<file path="config.mk">
export PLATFORM = sky130hd
export DESIGN_NAME = irq_agg_apb
export DESIGN_NICKNAME = d
export VERILOG_FILES = /design/src/rtl/irq_agg_pkg.sv /design/src/rtl/irq_agg_regs.sv /design/src/rtl/irq_agg_gate.sv /design/src/rtl/irq_agg_combine.sv /design/src/rtl/irq_agg_apb.sv
export SDC_FILE = /design/constraint.sdc
export NUM_CORES = 1
export LEC_CHECK = 0
export ABC_AREA = 1
export BUFFER_PORTS_ARGS = -buffer_cell sky130_fd_sc_hd__clkbuf_2
export CAP_MARGIN = 20
export CELL_PAD_IN_SITES_DETAIL_PLACEMENT = 0
export CELL_PAD_IN_SITES_GLOBAL_PLACEMENT = 1
export CORE_UTILIZATION = 36
export CTS_CLUSTER_DIAMETER = 50
export DETAILED_ROUTE_END_ITERATION = 8
export GPL_TIMING_DRIVEN = 0
export PLACE_DENSITY = 0.76
export REMOVE_ABC_BUFFERS = 1
export SLEW_MARGIN = 0
export SYNTH_ARGS = -nofsm -noshare
export SYNTH_HDL_FRONTEND = slang
export SYNTH_HIERARCHICAL = 1
export SYNTH_SLANG_ARGS = --single-unit
</file>
<file path="constraint.sdc">
create_clock -name clk_i -period 1 [get_ports clk_i]
set_input_delay 0.2 -clock clk_i [delete_from_list [all_inputs] [get_ports clk_i]]
set_output_delay 0.2 -clock clk_i [all_outputs]
set_load 0.005 [all_outputs]
</file>
<file path="src/rtl/irq_agg_pkg.sv">
package irq_agg_pkg;
  localparam int unsigned BANK_W = 32;
  localparam int unsigned BANKS  = 2;
  localparam int unsigned SLOTS  = BANK_W * BANKS;

  // word indices (byte offset / 4) of bank 0; bank 1 is the next word
  localparam logic [5:0] WORD_PERMIT = 6'h00;
  localparam logic [5:0] WORD_VETO   = 6'h02;
  localparam logic [5:0] WORD_SUMM   = 6'h0c;

  typedef enum logic [1:0] {
    KIND_NONE,
    KIND_PERMIT,
    KIND_VETO,
    KIND_SUMM
  } reg_kind_e;

  typedef struct packed {
    reg_kind_e kind;
    logic      bank;
  } reg_sel_t;

  function automatic reg_sel_t decode_word(input logic [5:0] word, input logic in_range);
    reg_sel_t s;
    s.bank = word[0];
    s.kind = KIND_NONE;
    if (in_range) begin
      unique case ({word[5:1], 1'b0})
        WORD_PERMIT: s.kind = KIND_PERMIT;
        WORD_VETO:   s.kind = KIND_VETO;
        WORD_SUMM:   s.kind = KIND_SUMM;
        default:     s.kind = KIND_NONE;
      endcase
    end
    return s;
  endfunction
endpackage

</file>
<file path="src/rtl/irq_agg_regs.sv">
module irq_agg_regs
  import irq_agg_pkg::*;
#(
  parameter int unsigned NUM_SRC = 37
) (
  input  logic              clk_i,
  input  logic              rst_ni,
  input  logic              wr_i,
  input  reg_sel_t          sel_i,
  input  logic [BANK_W-1:0] wdata_i,
  output logic [SLOTS-1:0]  permit_o,
  output logic [SLOTS-1:0]  veto_o
);

  for (genvar b = 0; b < BANKS; b++) begin : g_bank
    logic hit_permit, hit_veto;
    assign hit_permit = wr_i && (sel_i.kind == KIND_PERMIT) && (sel_i.bank == 1'(b));
    assign hit_veto   = wr_i && (sel_i.kind == KIND_VETO)   && (sel_i.bank == 1'(b));

    for (genvar i = 0; i < BANK_W; i++) begin : g_bit
      localparam int unsigned IDX = b * BANK_W + i;
      if (IDX < NUM_SRC) begin : g_flop
        logic permit_q, veto_q;
        always_ff @(posedge clk_i or negedge rst_ni) begin
          if (!rst_ni) begin
            permit_q <= 1'b0;
            veto_q   <= 1'b0;
          end else begin
            if (hit_permit) permit_q <= wdata_i[i];
            if (hit_veto)   veto_q   <= wdata_i[i];
          end
        end
        assign permit_o[IDX] = permit_q;
        assign veto_o[IDX]   = veto_q;
      end else begin : g_trim
        assign permit_o[IDX] = 1'b0;
        assign veto_o[IDX]   = 1'b0;
      end
    end
  end

  // a veto write leaves permits untouched
  p_veto_keeps_permit_r9: assert property (@(posedge clk_i) disable iff (!rst_ni)
    (wr_i && sel_i.kind == KIND_VETO) |=> $stable(permit_o));

  // writes to summary or unmapped words store nothing
  p_dead_write_r8: assert property (@(posedge clk_i) disable iff (!rst_ni)
    (wr_i && (sel_i.kind == KIND_SUMM || sel_i.kind == KIND_NONE))
      |=> ($stable(permit_o) && $stable(veto_o)));

endmodule

</file>
<file path="src/rtl/irq_agg_gate.sv">
module irq_agg_gate
  import irq_agg_pkg::*;
#(
  parameter int unsigned NUM_SRC = 37
) (
  input  logic [NUM_SRC-1:0] src_i,
  input  logic [SLOTS-1:0]   permit_i,
  input  logic [SLOTS-1:0]   veto_i,
  output logic [SLOTS-1:0]   summ_o
);

  for (genvar n = 0; n < SLOTS; n++) begin : g_slot
    if (n < NUM_SRC) begin : g_live
      assign summ_o[n] = src_i[n] & permit_i[n] & ~veto_i[n];
    end else begin : g_dead
      assign summ_o[n] = 1'b0;
    end
  end

endmodule

</file>
<file path="src/rtl/irq_agg_combine.sv">
module irq_agg_combine
  import irq_agg_pkg::*;
(
  input  logic             clk_i,
  input  logic             rst_ni,
  input  logic [SLOTS-1:0] summ_i,
  output logic             irq_o
);

  logic irq_q;

  always_ff @(posedge clk_i or negedge rst_ni) begin
    if (!rst_ni) irq_q <= 1'b0;
    else         irq_q <= |summ_i;
  end

  assign irq_o = irq_q;

endmodule

</file>
<file path="src/rtl/irq_agg_apb.sv">
module irq_agg_apb
  import irq_agg_pkg::*;
#(
  parameter int unsigned NUM_SRC = 37,
  parameter int unsigned ADDR_W  = 8
) (
  input  logic               clk_i,
  input  logic               rst_ni,
  input  logic               psel_i,
  input  logic               penable_i,
  input  logic               pwrite_i,
  input  logic [ADDR_W-1:0]  paddr_i,
  input  logic [BANK_W-1:0]  pwdata_i,
  output logic [BANK_W-1:0]  prdata_o,
  output logic               pready_o,
  output logic               pslverr_o,
  input  logic [NUM_SRC-1:0] irq_src_i,
  output logic               irq_o
);

  logic             in_range;
  reg_sel_t         sel;
  logic             wr;
  logic [SLOTS-1:0] permit, veto, summ;

  if (ADDR_W > 8) begin : g_hi_addr
    assign in_range = ~|paddr_i[ADDR_W-1:8];
  end else begin : g_lo_addr
    assign in_range = 1'b1;
  end

  assign sel       = decode_word(paddr_i[7:2], in_range);
  assign wr        = psel_i && penable_i && pwrite_i;
  assign pready_o  = 1'b1;
  assign pslverr_o = 1'b0;

  irq_agg_regs #(.NUM_SRC(NUM_SRC)) u_regs (
    .clk_i    (clk_i),
    .rst_ni   (rst_ni),
    .wr_i     (wr),
    .sel_i    (sel),
    .wdata_i  (pwdata_i),
    .permit_o (permit),
    .veto_o   (veto)
  );

  irq_agg_gate #(.NUM_SRC(NUM_SRC)) u_gate (
    .src_i    (irq_src_i),
    .permit_i (permit),
    .veto_i   (veto),
    .summ_o   (summ)
  );

  irq_agg_combine u_comb (
    .clk_i  (clk_i),
    .rst_ni (rst_ni),
    .summ_i (summ),
    .irq_o  (irq_o)
  );

  always_comb begin
    unique case (sel.kind)
      KIND_PERMIT: prdata_o = sel.bank ? permit[SLOTS-1:BANK_W] : permit[BANK_W-1:0];
      KIND_VETO:   prdata_o = sel.bank ? veto[SLOTS-1:BANK_W]   : veto[BANK_W-1:0];
      KIND_SUMM:   prdata_o = sel.bank ? summ[SLOTS-1:BANK_W]   : summ[BANK_W-1:0];
      default:     prdata_o = '0;
    endcase
  end

  // unpermitted lines never reach the summary
  p_unpermitted_absent_r4: assert property (@(posedge clk_i) disable iff (!rst_ni)
    ((~permit) & summ) == '0);

  // all-vetoed leaves the summary empty
  p_full_veto_empty_r3: assert property (@(posedge clk_i) disable iff (!rst_ni)
    (&veto[NUM_SRC-1:0]) |-> (summ == '0));

  // with nothing permitted the request is low one clock later
  p_no_permit_quiet_r6: assert property (@(posedge clk_i) disable iff (!rst_ni)
    (permit == '0) |=> !irq_o);

endmodule

</file>
Word-level counts from Yosys, hierarchy flattened
Index checks and enable logic that the tools add are counted.
{ "totals": {"regBits": 75} }
{ "classes": {"n_eq_ne": 5, "mux": 5, "bitwise": 112, "reduce_logical": 10} }
{ "ops": {"columns": ["cell", "count"], "rows": [
  ["$mux W32", 3],
  ["$pmux W32 S3", 1],
  ["$and A1 B1 Y1", 74],
  ["$not A1 Y1", 38],
  ["$reduce_or A37 Y1", 1],
  ["$logic_and A1 B1 Y1", 8],
  ["$pmux W2 S3", 1],
  ["$eq A5 B1 Y1 const B", 1],
  ["$eq A5 B3 Y1 const B", 1],
  ["$logic_not A5 Y1", 1],
  ["$eq A2 B2 Y1 const B", 2],
  ["$eq A2 B1 Y1 const B", 1]
]} }

Logic depth before layout (Yosys ltp)
{ "logic_depth": {"depth_word": 5, "depth_mapped": 12, "ltp_nobuf": 10} }

Modules after synthesis
The synthesis kept the hierarchy.
{ "by_module_without_submodules": {"columns": ["mod", "instances", "cells_each", "area_each_um2", "seq_area_each_um2"], "rows": [
  ["irq_agg_regs", 1, 456, 3920.0, 1851.8],
  ["irq_agg_apb", 1, 475, 1991.9, 0.0],
  ["irq_agg_gate", 1, 102, 576.8, 0.0],
  ["irq_agg_combine", 1, 64, 261.5, 25.0]
]} }

Worst setup path before layout
Ideal clock, no wire load.
{ "synth_path": {"kind": "input-to-reg", "start": "input paddr_i[4]", "end": "register u_regs.g_bank[1].g_bit[0].g_flop.veto_q", "setup_ps": 117, "arrival_ps": 1325, "required_ps": 883, "setup_slack_ps": -441, "path_stages": 10, "n_path_buf": 2, "path_cell_list": "nor2_1 > buf_2 > nand2_1 > nand2_1 > nand2_1 > nor2_2 > buf_4 > nand2_1 > nand2_1 > nand2_1"} }
{ "synth_rtl": {"columns": ["element", "line_no", "source"], "rows": [
  ["start, declared", "irq_agg_apb.sv:12", "input logic [ADDR_W-1:0] paddr_i,"],
  ["end signal, assigned", "irq_agg_regs.sv:30", "if (hit_veto) veto_q <= wdata_i[i];"],
  ["end, declared", "irq_agg_regs.sv:23", "logic permit_q, veto_q;"]
]} }

Final worst setup path
{ "layout_path": {"start": "register u_regs.g_bank[1].g_bit[2].g_flop.permit_q", "end": "output prdata_o[2]"} }
{ "layout_between": {"elab_chain_cells": 4, "elab_cells_between_ends": 5} }
{ "layout_lines": {"columns": ["element", "line_no", "source"], "rows": [
  ["start, declared", "irq_agg_regs.sv:23", null],
  ["start signal, assigned", "irq_agg_regs.sv:29", "if (hit_permit) permit_q <= wdata_i[i];"],
  ["$and A1 B1 Y1 (2 in series)", "irq_agg_gate.sv:14", "assign summ_o[n] = src_i[n] & permit_i[n] & ~veto_i[n];"],
  ["$mux W32", "irq_agg_apb.sv:65", "KIND_SUMM: prdata_o = sel.bank ? summ[SLOTS-1:BANK_W] : summ[BANK_W-1:0];"],
  ["$pmux W32 S3 (*)", "irq_agg_apb.sv:62", "unique case (sel.kind)"],
  ["end, declared", "irq_agg_apb.sv:14", "output logic [BANK_W-1:0] prdata_o,"]
]} }
Every way passes the cells marked *; elsewhere a longest branch is shown, timed or not.

==> flow_summary.toml <==
[hold_path]
hold_class = "input pin to asynchronous set/reset pin"

[critical_path]
path_delay_family = "flip-flops"
cp-start-kind = "register"
rr_startpoint = "u_regs/g_bank[0].g_bit[0].g_flop.permit_q"
worstPathRequired_ps = 800
path_buf_inv = 2
critPathKind = "register to primary output"
crit_end = "prdata_o[2]"
reg2reg_slack_ps = -350
critical_path_depth = 6
cp-end-kind = "primary output"
crit_arrival_ps = 1320
reg2reg_to = "u_comb/irq_o"
worst_path_max_delay_cell = "dfrtp_1"
crit_path_frequent_cell = "nand2_1"
r2r.worst_path.cells = 10
worstPathCellList = "buf_4 -> nand2_1 -> nand2_1 -> nand2_1 -> nand3_2 -> buf_2"
path_max_fanout = 2
slowest_delay_ps = 390
crit_start = "u_regs/g_bank[1].g_bit[2].g_flop.permit_q"

[final_layout]
nNetsFinal = 1339
multi_input_area_sq_um = 4300
drive_above_1_share_pct = 36.8
num_antenna_cells = 0
nFillCells = 1854
design_area_sq_um = 9340
seq_area_sq_um = 1880
synthToLayoutAreaGrowth_pct = 38.4

[global_routing]
grtUsageTotal_pct = 26.4
grt_pass1_wl_mm = 38.2
grt_pass1_vias = 6736
grt_max_degree = 40
antenna_found_initial = 0
grt-ovfl-total = 0

[detailed_routing]
vias = 7098
drc_errors = 2
wl_per_cell_um = 16.8
routed_wl_mm = 25.1
ant_nets = 0
drtPass1Iterations = 9
via_per_inst = 4.76
first_iter_violations = 531

[timing]
finalWorstSetupSlack_ps = -515
finalHoldViolCount = 36
period_minus_slack_ps = 1520
rsz0062_at_grt = "yes"
fin_crit_sh_pct = 152
slew_violations = 0
max_slew.worst_pin.slew_ps = 581
slew_headroom_pct = 61.3
max_freq_mhz = 660
hold_ws_ps = -135
fin_worst_skew_ps = 3.99
setup_viol = 108

[synthesis]
netlist_area_sq_um = 6750
synthCells = 1097
async_flop_share_pct = 100
synthTopCellsByArea = "nand2_1, dfrtp_1, buf_4"
synthFlopType = "dfrtp_1"
ys_seq_elements = 75
syn_avg_cell_area_sq_um = 6.15
yosysSeqAreaShare_pct = 27.8
synth.top_cell.area_share_pct = 29.9
yosysMostFrequentCell = "nand2_1"
yosysWarnings = 6
yosys-top-cells-count = "nand2_1, nand3_1, buf_4, dfrtp_1, nor2_1"
yosysUniqueCellTypes = 15
synth_edf_count = 0
synth_top_area_cell = "nand2_1"

[pwr]
p_leak_nw = 5.23
vdd_drop_max_v = 0.000767
power_density_nw_per_um2 = 1020

[floorplan]
die-area_sq_um = 19300
die_w_um = 139
core_area_sq_um = 18100
rows = 49
design.portCount = 117
start_util_pct = 37.2
die_y_um = 139

[clock_network]
cts-root-buf = "clkbuf_16"
clockBufferDepth = 2
cts_buffers = 9
htree_levels = 3
clkTransAtPathRegs_ps = 60
cts_tree = "done"
clk-insertion-delay-late_ps = 340
cts_sinks = 75

[place]
routabilityCongestion = 0.783
port_buffers = 112
dpl-instance-area_sq_um = 6630
post-dp-hpwl_mm = 12.0

[status]
status = "finished, violations left"
violations = "design-rule violations, negative hold slack, negative setup slack"

[run]
max_cap_violations = 0
## layout by cell type, fill, tap and decap left out, types with 2 or more instances in the layout
cell type	n
nand3_2	39
clkinvlp_4	2
buf_16	14
nand2_4	4
nand2_1	469
conb_1	83
inv_4	3
clkbuf_8	6
nand2_8	10
nor2_2	40
nor2_4	13
clkbuf_4	2
clkbuf_2	95
nor2_1	38
buf_12	17
buf_8	2
nand3_1	131
bufbuf_16	3
buf_6	10
nand2_2	61
dfrtp_1	75
buf_2	9
buf_4	116
clkbuf_16	12
## per-stage QoR
stage	worst slack (ps)	setup TNS (ps)	cells	util, %	total power [W]
2_1_floorplan	-2340	-180810	961	-	0.00437
3_3_place_gp	-5510	-560890	1302	35.1	0.00499
3_5_place_dp	-2370	-200050	1311	36.6	0.00509
4_1_cts	-527	-32750	1475	50.3	0.00949
5_1_grt	-617	-43350	1491	51.5	0.0100
6_report	-515	-35230	1491	51.5	0.00955
## cells by family (layout without fill, tap and decap cells)
logic type	count (synthesis)	after routing	synth area share (%)
flops	75	75	27.8
compound gates	1	1	0.0741
other cells	4	83	0.222
buf+inv	220	297	22.8
simple gates	797	806	49.1
## final cells by class
class	count	share of cell area [%]
timing repair buffer	274	26.6
clock inverter	3	0.482
inverter	5	0.589
tap	229	3.07
multi-input combinational	890	46.0
clock buffer	13	2.89
timing repair inverter	2	0.214
sequential	75	20.1
## per-layer routing
layer	track usage [%]	vias to the layer above	share of wire [%]
li1	-	3530	-
met1	34.2	3294	43
met2	42.9	229	47
met3	5.15	45	6.1
met4	11.3	0	3.2
met5	0	-	0
## sequential cells by signal, summed over array words and instances, names as in the netlist
signal,flops
u_regs/g_bank.g_bit.g_flop.permit_q,37
u_comb/irq_o,1
u_regs/g_bank.g_bit.g_flop.veto_q,37
## worst register-to-register path, stage by stage, from the launching register on
cell and delay [ps]:
dfrtp_1 380, nand2_1 70, nor2_2 40, buf_4 130, buf_4 120, nor2_1 90
nand2_1 80, nor2_2 110, nand2_1 70, nor2_1 90, nand2_1 50
## worst min-delay path by stage
stage | start | depth (start not counted) | to | slack [ps]
floorplan | rst_ni | 0 | u_comb/irq_o | -100
global placement | pwdata_i[18] | 3 | u_regs/g_bank[0].g_bit[18].g_flop.permit_q | 450
detailed placement | rst_ni | 1 | u_regs/g_bank[0].g_bit[18].g_flop.permit_q | 260
CTS | rst_ni | 1 | u_regs/g_bank[0].g_bit[18].g_flop.permit_q | -110
global route | rst_ni | 1 | u_regs/g_bank[0].g_bit[18].g_flop.permit_q | -100
finish | rst_ni | 1 | u_regs/g_bank[0].g_bit[18].g_flop.permit_q | -130
## power breakdown
| group | leakage (nW) | internal [W] | total (W) | switching [W] |
|---|---|---|---|---|
| Combinational | 4.06 | 0.00118 | 0.00256 | 0.00137 |
| Sequential | 1.02 | 0.00329 | 0.00349 | 0.000194 |
| Clock | 0.148 | 0.00214 | 0.00351 | 0.00137 |
| Total | 5.23 | 0.00662 | 0.00955 | 0.00293 |
## timing repair
action | in CTS | in global routing
buffers inserted | 125 | 16
pin swaps | 121 | 61
hold endpoints to repair | 36 | 36
gates resized for setup | 177 | 30
setup endpoints to repair | 108 | 108
cloned | 23 | 0
Note: power is estimated with default switching activity, not from simulation.
